--- src/rtl/pgood_pkg.sv ---
package pgood_pkg;

  typedef enum logic [1:0] {
    CFG_UP_PCT = 2'd0,
    CFG_LO_PCT = 2'd1,
    CFG_DELAY  = 2'd2,
    CFG_SPARE  = 2'd3
  } cfg_sel_e;

  localparam int unsigned PCT_FULL_SCALE = 1000;

endpackage

--- src/rtl/pgood_cfg_regs.sv ---
module pgood_cfg_regs
  import pgood_pkg::*;
#(
  parameter int PCT_W   = 10,
  parameter int DLY_W   = 32,
  parameter int UP_DEF  = 150,
  parameter int LO_DEF  = 100,
  parameter int DLY_DEF = 50000
) (
  input  logic             clk,
  input  logic             rst,
  input  logic             we,
  input  logic [1:0]       addr,
  input  logic [DLY_W-1:0] wdata,
  output logic [PCT_W-1:0] up_pct,
  output logic [PCT_W-1:0] lo_pct,
  output logic [DLY_W-1:0] dly_val
);

  cfg_sel_e sel;
  assign sel = cfg_sel_e'(addr);

  always_ff @(posedge clk) begin
    if (rst) begin
      up_pct  <= PCT_W'(UP_DEF);
      lo_pct  <= PCT_W'(LO_DEF);
      dly_val <= DLY_W'(DLY_DEF);
    end else if (we) begin
      case (sel)
        CFG_UP_PCT: up_pct  <= wdata[PCT_W-1:0];
        CFG_LO_PCT: lo_pct  <= wdata[PCT_W-1:0];
        CFG_DELAY:  dly_val <= wdata;
        default:    ;
      endcase
    end
  end

endmodule

--- src/rtl/pgood_window_cmp.sv ---
module pgood_window_cmp
  import pgood_pkg::*;
#(
  parameter int VW    = 12,
  parameter int PCT_W = 10
) (
  input  logic [VW-1:0]    sample,
  input  logic [VW-1:0]    target,
  input  logic [PCT_W-1:0] up_pct,
  input  logic [PCT_W-1:0] lo_pct,
  output logic             in_win
);

  localparam int FW = PCT_W + 2;
  localparam int PW = VW + FW;
  localparam logic [FW-1:0] FULL_F = FW'(PCT_FULL_SCALE);

  logic [FW-1:0] up_fac;
  logic [FW-1:0] lo_fac;
  logic [FW-1:0] lo_eff;
  logic [PW-1:0] scaled_sample;
  logic [PW-1:0] hi_bound;
  logic [PW-1:0] lo_bound;
  logic          below_hi;
  logic          above_lo;

  always_comb begin
    // lower percentage saturates at full scale so the bound cannot wrap
    lo_eff = (FW'(lo_pct) > FULL_F) ? FULL_F : FW'(lo_pct);
    up_fac = FULL_F + FW'(up_pct);
    lo_fac = FULL_F - lo_eff;
  end

  // scaling both sides avoids a divider: compare sample*1000 to target*factor
  assign scaled_sample = PW'(sample) * PW'(FULL_F);
  assign hi_bound      = PW'(target) * PW'(up_fac);
  assign lo_bound      = PW'(target) * PW'(lo_fac);

  assign below_hi = (scaled_sample <= hi_bound);
  assign above_lo = (scaled_sample >= lo_bound);
  assign in_win   = below_hi & above_lo;

endmodule

--- src/rtl/pgood_qualifier.sv ---
module pgood_qualifier #(
  parameter int DLY_W = 32
) (
  input  logic             clk,
  input  logic             rst,
  input  logic             in_win,
  input  logic             fault_any,
  input  logic             ss_done,
  input  logic [DLY_W-1:0] dly_val,
  output logic             pgood
);

  logic             all_ok;
  logic [DLY_W-1:0] run_cnt;

  assign all_ok = in_win & ~fault_any & ss_done;

  always_ff @(posedge clk) begin
    if (rst) begin
      run_cnt <= '0;
      pgood   <= 1'b0;
    end else if (!all_ok) begin
      run_cnt <= '0;
      pgood   <= 1'b0;
    end else if (run_cnt >= dly_val) begin
      pgood   <= 1'b1;
    end else begin
      run_cnt <= run_cnt + 1'b1;
    end
  end

endmodule

--- src/rtl/pgood_window_mon.sv ---
module pgood_window_mon #(
  parameter int VW      = 12,
  parameter int PCT_W   = 10,
  parameter int DLY_W   = 32,
  parameter int UP_DEF  = 150,
  parameter int LO_DEF  = 100,
  parameter int DLY_DEF = 50000
) (
  input  logic             clk,
  input  logic             rst,
  input  logic [VW-1:0]    vout_code,
  input  logic [VW-1:0]    vtarget_code,
  input  logic             fault_any,
  input  logic             ss_done,
  input  logic             cfg_we,
  input  logic [1:0]       cfg_addr,
  input  logic [DLY_W-1:0] cfg_wdata,
  output logic             pgood
);

  logic [PCT_W-1:0] up_pct;
  logic [PCT_W-1:0] lo_pct;
  logic [DLY_W-1:0] dly_val;
  logic             in_win;

  pgood_cfg_regs #(
    .PCT_W(PCT_W), .DLY_W(DLY_W),
    .UP_DEF(UP_DEF), .LO_DEF(LO_DEF), .DLY_DEF(DLY_DEF)
  ) u_regs (
    .clk(clk), .rst(rst), .we(cfg_we), .addr(cfg_addr), .wdata(cfg_wdata),
    .up_pct(up_pct), .lo_pct(lo_pct), .dly_val(dly_val)
  );

  pgood_window_cmp #(.VW(VW), .PCT_W(PCT_W)) u_cmp (
    .sample(vout_code), .target(vtarget_code),
    .up_pct(up_pct), .lo_pct(lo_pct), .in_win(in_win)
  );

  pgood_qualifier #(.DLY_W(DLY_W)) u_qual (
    .clk(clk), .rst(rst), .in_win(in_win), .fault_any(fault_any),
    .ss_done(ss_done), .dly_val(dly_val), .pgood(pgood)
  );

endmodule

--- config.mk ---
export PLATFORM = sky130hd
export DESIGN_NAME = pgood_window_mon
export DESIGN_NICKNAME = d
export VERILOG_FILES = /design/src/rtl/pgood_pkg.sv /design/src/rtl/pgood_cfg_regs.sv /design/src/rtl/pgood_window_cmp.sv /design/src/rtl/pgood_qualifier.sv /design/src/rtl/pgood_window_mon.sv
export SDC_FILE = /design/constraint.sdc
export NUM_CORES = 1
export LEC_CHECK = 0
export BUFFER_PORTS_ARGS = -buffer_cell sky130_fd_sc_hd__buf_2
export CAP_MARGIN = 20
export CORE_AREA = 4 4 194 140
export CTS_CLUSTER_SIZE = 16
export DETAILED_ROUTE_END_ITERATION = 8
export DIE_AREA = 0 0 198 144
export PLACE_DENSITY = 0.83
export SLEW_MARGIN = 20
export SYNTH_ARGS = -nofsm -noshare
export SYNTH_HDL_FRONTEND = slang
export SYNTH_SLANG_ARGS = --single-unit
--- constraint.sdc ---
create_clock -name clk -period 26.2 [get_ports clk]
set_input_delay 2.62 -clock clk [delete_from_list [all_inputs] [get_ports clk]]
set_output_delay 2.62 -clock clk [all_outputs]
set_load 0.03 [all_outputs]
# Yosys cells after proc, flatten, opt, wreduce, memory -nomap -nowiden
# Index checks and enable logic that the tools add are counted.
# W data, S select, Z words.
[word_totals]
register_bits = 85
output_inout_bits = 1
in_bits = 63
wordCells = 28
[op_classes]
n_bitwise = 5
multipliers = 3
eq_ne = 2
mux = 1
reduce_logical = 5
n_lt_le_gt_ge = 4
n_addsub = 3
[op_table]
columns = ["op", "count"]
rows = [
  ["$mul A12 B12 Y24", 2],
  ["$add A32 B1 Y32 const B", 1],
  ["$ge A32 B32 Y1", 1],
  ["$ge A22 B24 Y1", 1],
  ["$le A22 B24 Y1", 1],
  ["$mul A12 B7 Y19 const B", 1],
  ["$sub A10 B12 Y12 const A", 1],
  ["$add A10 B10 Y11 const A", 1],
  ["$gt A10 B10 Y1 const B", 1],
  ["$mux W10", 1],
  ["$reduce_and A2 Y1", 3],
  ["$and A1 B1 Y1", 3],
  ["$eq A2 B1 Y1 const B", 1],
  ["$eq A2 B2 Y1 const B", 1],
  ["$logic_not A2 Y1", 1],
  ["$not A1 Y1", 2],
  ["$reduce_or A2 Y1", 1],
]

# Depth between registers and ports, before layout
[depth]
word_depth = 10
mapped_depth = 42
depth_no_buf = 39

# By module
# Synthesis repeated with hierarchy kept, for this count alone.
[hier_totals]
cells_unflattened = 1924
hier_area_um2 = 16747.3
[by_module_without_submodules]
columns = ["module", "seq_area_each_um2", "cells_each", "area_per_inst_um2", "instances"]
rows = [
  ["pgood_window_cmp", 0.0, 1380, 11951.5, 1],
  ["pgood_qualifier", 660.6, 327, 2578.7, 1],
  ["pgood_cfg_regs", 1041.0, 217, 2217.1, 1],
]

# Least setup slack after synthesis
# Ideal clock, no wire load.
[synth_path]
kind = "input to register"
start = "input port vtarget_code[1]"
end = "register u_qual.run_cnt[17]"
setup_ps = 62
t_arrival_ps = 8838
n_path_buf = 2
required_ps = 26138
stages = 27
setup_slack_ps = 17300
cell_sequence = "clkbuf_1 nand2_1 fa_1 fa_1 inv_1 fa_1 fa_1 inv_1 fa_1 inv_1 ha_1 and4_1 o21a_1 a211oi_1 nor2_1 a21o_1 a21o_1 xnor2_1 ha_1 and4_1 and2_1 o2111ai_1 a211oi_1 o211ai_1 a311o_4 buf_6 nor2_2"
[synth_via]
elab_chain_len = 7
elab_cells_between_ends = 9
cone_classes = "mul (2); order compare (2); bitwise (4); reduce/logical (1)"
[synth_lines]
columns = ["element", "line_no", "source"]
rows = [
  ["start: declaration", "pgood_window_mon.sv:12", "input logic [VW-1:0] vtarget_code,"],
  ["$mul A12 B12 Y24 (on tied branches)", "pgood_window_cmp.sv:36, pgood_window_cmp.sv:37", ""],
  ["$le A22 B24 Y1 or $ge A22 B24 Y1 (tied branches)", "pgood_window_cmp.sv:39, pgood_window_cmp.sv:40", ""],
  ["$and A1 B1 Y1 (*)", "pgood_window_cmp.sv:41", "assign in_win = below_hi & above_lo;"],
  ["$and A1 B1 Y1 (*) (2 in a row)", "pgood_qualifier.sv:16", "assign all_ok = in_win & ~fault_any & ss_done;"],
  ["$not A1 Y1 (no line) (*)", "--", ""],
  ["$reduce_or A2 Y1 (no line) (*)", "--", ""],
  ["end signal: assignment", "pgood_qualifier.sv:28", "run_cnt <= run_cnt + 1'b1;"],
  ["end: declaration", "pgood_qualifier.sv:14", "logic [DLY_W-1:0] run_cnt;"],
]
# Mark *: on every way between the ends. The rest lies on a longest branch, timed or not.
# A chain may end at the register's enable or synchronous reset.

# Worst setup path in the final report
[layout_path]
start = "register u_regs.lo_pct[0]"
end = "register u_qual.run_cnt[1]"
[layout_via]
elab_chain_len = 10
[layout_lines]
columns = ["element", "line_no", "source"]
rows = [
  ["start: declaration", "pgood_cfg_regs.sv:16", "output logic [PCT_W-1:0] lo_pct,"],
  ["start signal: assignment", "pgood_cfg_regs.sv:26", "lo_pct <= PCT_W'(LO_DEF);"],
  ["start signal: assignment", "pgood_cfg_regs.sv:31", "CFG_LO_PCT: lo_pct <= wdata[PCT_W-1:0];"],
  ["$gt A10 B10 Y1", "pgood_window_cmp.sv:29", "lo_eff = (FW'(lo_pct) > FULL_F) ? FULL_F : FW'(lo_pct);"],
  ["$mux W10 (*)", "pgood_window_cmp.sv:29", ""],
  ["$sub A10 B12 Y12 (*)", "pgood_window_cmp.sv:31", "lo_fac = FULL_F - lo_eff;"],
  ["$mul A12 B12 Y24 (*)", "pgood_window_cmp.sv:37", "assign lo_bound = PW'(target) * PW'(lo_fac);"],
  ["$ge A22 B24 Y1 (*)", "pgood_window_cmp.sv:40", "assign above_lo = (scaled_sample >= lo_bound);"],
  ["$and A1 B1 Y1 (*)", "pgood_window_cmp.sv:41", ""],
  ["$and A1 B1 Y1 (*) (2 in a row)", "pgood_qualifier.sv:16", ""],
  ["$not A1 Y1 (no line) (*)", "--", ""],
  ["$reduce_or A2 Y1 (no line) (*)", "--", ""],
]
# Marks and branches as above.

==> impl_metrics.csv <==
group,metric,value,unit
clocking,htreeDepth,3,
place,io_buffer_count,63,
clocking,clk_path_buf_depth,2,
power,p_per_area,133,nW/µm²
detailed_routing,drt-vias-per-instance,5.82,
die,fp.dieW,198,µm
clocking,postCtsResizedCells,0,
sta,max_freq,92.5,MHz
worst_setup_path,r2r_setup_slack,15.39,ns
run_status,outcome,"finished clean",
synth,avgSynthCellArea,8.61,µm²
place,placed_area,16700,µm²
synth,yosysSeqAreaShare,10.5,%
worst_setup_path,critPathRequiredTime,26.47,ns
detailed_routing,wire_per_inst,16.8,µm
sta,drv_slew,0,
worst_setup_path,critical_path.max_fanout,33,
cells_and_area,diodes,0,
sta,hold_ws,0.455,ns
die,io_pins,64,
clocking,cts_root_buf,"clkbuf_16",
global_route,grt_pass1_wl,63600,µm
cells_and_area,final_cells,2241,
global_route,grt_usage,27.2,%
place,gp_congestion,0.917,
sta,fin_skew,0.00834,ns
synth,ys.flop_type,"dfxtp_1",
detailed_routing,first_pass_iters,6,
cells_and_area,post-route-cell-area,17100,µm²
detailed_routing,vias,13052,
worst_setup_path,arrival,11.08,ns
cells_and_area,regArea,1700,µm²
place,hpwl,30600,µm
cells_and_area,layout_common_cells,"inv_1, nand2_1, ha_1",
cells_and_area,syn_to_final_growth,5.52,%
die,rows,49,
worst_hold_path,hold_path_class,"flop to flop",
clocking,cts_made_buffers,9,
synth,synth_area,16200,µm²
clocking,path_clk_slew,0.07,ns
sta,setup_violations,0,
worst_setup_path,max_stage_delay,0.87,ns
sta,period_share,41.3,%
flow_run,drv_cap,0,
power,p_leak,8.33,nW
sta,setup-tns-final,0,ns
synth,synth_cells,1880,
cells_and_area,nets,2439,
die,initial_core_util,64.1,%
synth,async_flop_share,0,%
sta,period_needed,10.81,ns
detailed_routing,drc,0,
detailed_routing,wl,37700,µm
sta,tightest_slew,1.13,ns
die,die_h,144,µm
synth,ys_warn_count,0,
clocking,hold_buffers,0,
worst_setup_path,worstSetupPathType,"flop to flop",
worst_setup_path,cpMostUsedCell,"fa_1",
clocking,clock_latency,0.34,ns
global_route,grt_max_degree,54,
cells_and_area,layout_commonest_cell,"inv_1",
synth,synth_seq_cells,85,
worst_setup_path,critPathSlowestCell,"xor2_1",
clocking,tritoncts,"built",
detailed_routing,drt_iter0_markers,909,
power,ir_drop,132,µV
clocking,clock_sinks,85,
detailed_routing,postRouteAntennaNets,0,
die,core-area,25300,µm²
cells_and_area,num-fill-cells,1989,
cells_and_area,final_layout_size_suffix_gt1_share,7.75,%
die,die-area,28500,µm²
sta,max_slew_margin,24.6,%
global_route,antenna_found_initial,0,
place,dpl.cell_count,2224,
synth,synth_edf_count,0,
global_route,grt_overflow,0,
cells_and_area,multiInputGateArea,13200,µm²
worst_setup_path,worstSetupEndpointType,"flop",
worst_setup_path,worstSetupStartpointType,"flop",
global_route,grt_pass1_vias,13194,
sta,rsz0062_at_grt,"no",
clocking,cts_setup_buffers,0,
synth,synthDistinctLibCells,72,
sta,finalHoldViolations,0,
[layout make-up]
class,count,area share (%)
multi-input cells,1434,77.0
flip-flops and latches,85,9.96
inverters,306,6.72
well taps,331,2.42
repair buffers,69,2.13
clock buffers,10,1.40
clock inverters,6,0.403
[cell families (layout without fill, tap and decap cells)]
group | count (synthesis) | count (layout) | share of synthesized area (%)
compound gates | 237 | 237 | 9.53
xor+xnor | 89 | 89 | 4.81
fa+ha+maj | 471 | 471 | 47.0
buf+inv | 371 | 391 | 8.79
flops | 85 | 85 | 10.5
mux | 7 | 7 | 0.433
other cells | 2 | 12 | 0.0464
simple gates | 618 | 618 | 18.9
[stage by stage]
| stage | utilization [%] | power (W) | worst slack [ns] |
|---|---|---|---|
| floorplan | - | 0.00160 | 17.30 |
| global placement | 66.2 | 0.00201 | 16.07 |
| detailed placement | 66.2 | 0.00209 | 15.81 |
| CTS | 67.5 | 0.00224 | 15.74 |
| global route | 67.6 | 0.00252 | 14.86 |
| finish | 67.6 | 0.00227 | 15.39 |
[power by group]
group | leakage [nW] | internal [W] | switching [W]
registers | 0.689 | 0.000133 | 0.00000409
clock network | 0.149 | 0.0000771 | 0.0000543
logic | 7.49 | 0.000826 | 0.00118
total | 8.33 | 0.00104 | 0.00123
[state kept, by name, indices dropped and copies added (netlist names)]
name	cells
u_qual.run_cnt	32
u_regs.dly_val	32
u_regs.lo_pct	10
u_qual.pgood	1
u_regs.up_pct	10
[routing by layer]
layer	vias up	part of all wire, %	GRT usage, %	wire length [µm]
met4	0	2.0	5.83	771
met3	63	8.7	4.89	3290
met2	515	44	41.9	16600
met5	-	0	0	0
met1	6420	45	40.6	17100
li1	6054	-	-	-
[worst max-delay path: cells and delay by family, from the launching register on]
kind,cells,cell delay [ns]
AOI/OAI and AO/OA,13,3.71
adders and majority gates,8,3.50
and+or+nand+nor,9,1.91
xor gates and xnor gates,2,0.99
DFF,1,0.36
buffers and inverters,4,0.24
[Yosys cell counts, types with 6 or more instances]
cell      count  area share [%]
inv_1       306             7.1
nand2_1     265             6.1
ha_1        243              19
fa_1        228              28
and2_1      110             4.2
a21oi_1      88             2.7
dfxtp_1      85              11
nor2_1       67             1.6
clkbuf_1     59             1.4
xnor2_1      47             2.5
xor2_1       42             2.3
o21ai_0      35             1.1
nor2_2       30             1.2
nand4_1      22            0.85
nand3_1      21            0.65
nor3_1       21            0.65
a21o_1       20            0.93
nand2b_1     17            0.66
a211oi_1     12            0.56
a211o_1      11            0.59
nor2b_1      11            0.42
o21a_1       11            0.51
and3_1       10            0.39
o21bai_1     10            0.46
mux2i_1       7            0.43
o21ai_1       7            0.22
nand3b_1      6            0.28
or2_2         6            0.23
[final timing paths]
| check | from | end | cells after the start |
|---|---|---|---|
| worst min register to register | u_regs.dly_val[25] | u_regs.dly_val[25] | 2 |
| worst min-delay path | u_regs.dly_val[25] | u_regs.dly_val[25] | 2 |
| worst max-delay path | u_regs.lo_pct[0] | u_qual.run_cnt[1] | 36 |
| worst max register to register | u_regs.lo_pct[0] | u_qual.run_cnt[1] | 36 |
Note: power is estimated with default switching activity, not from simulation.
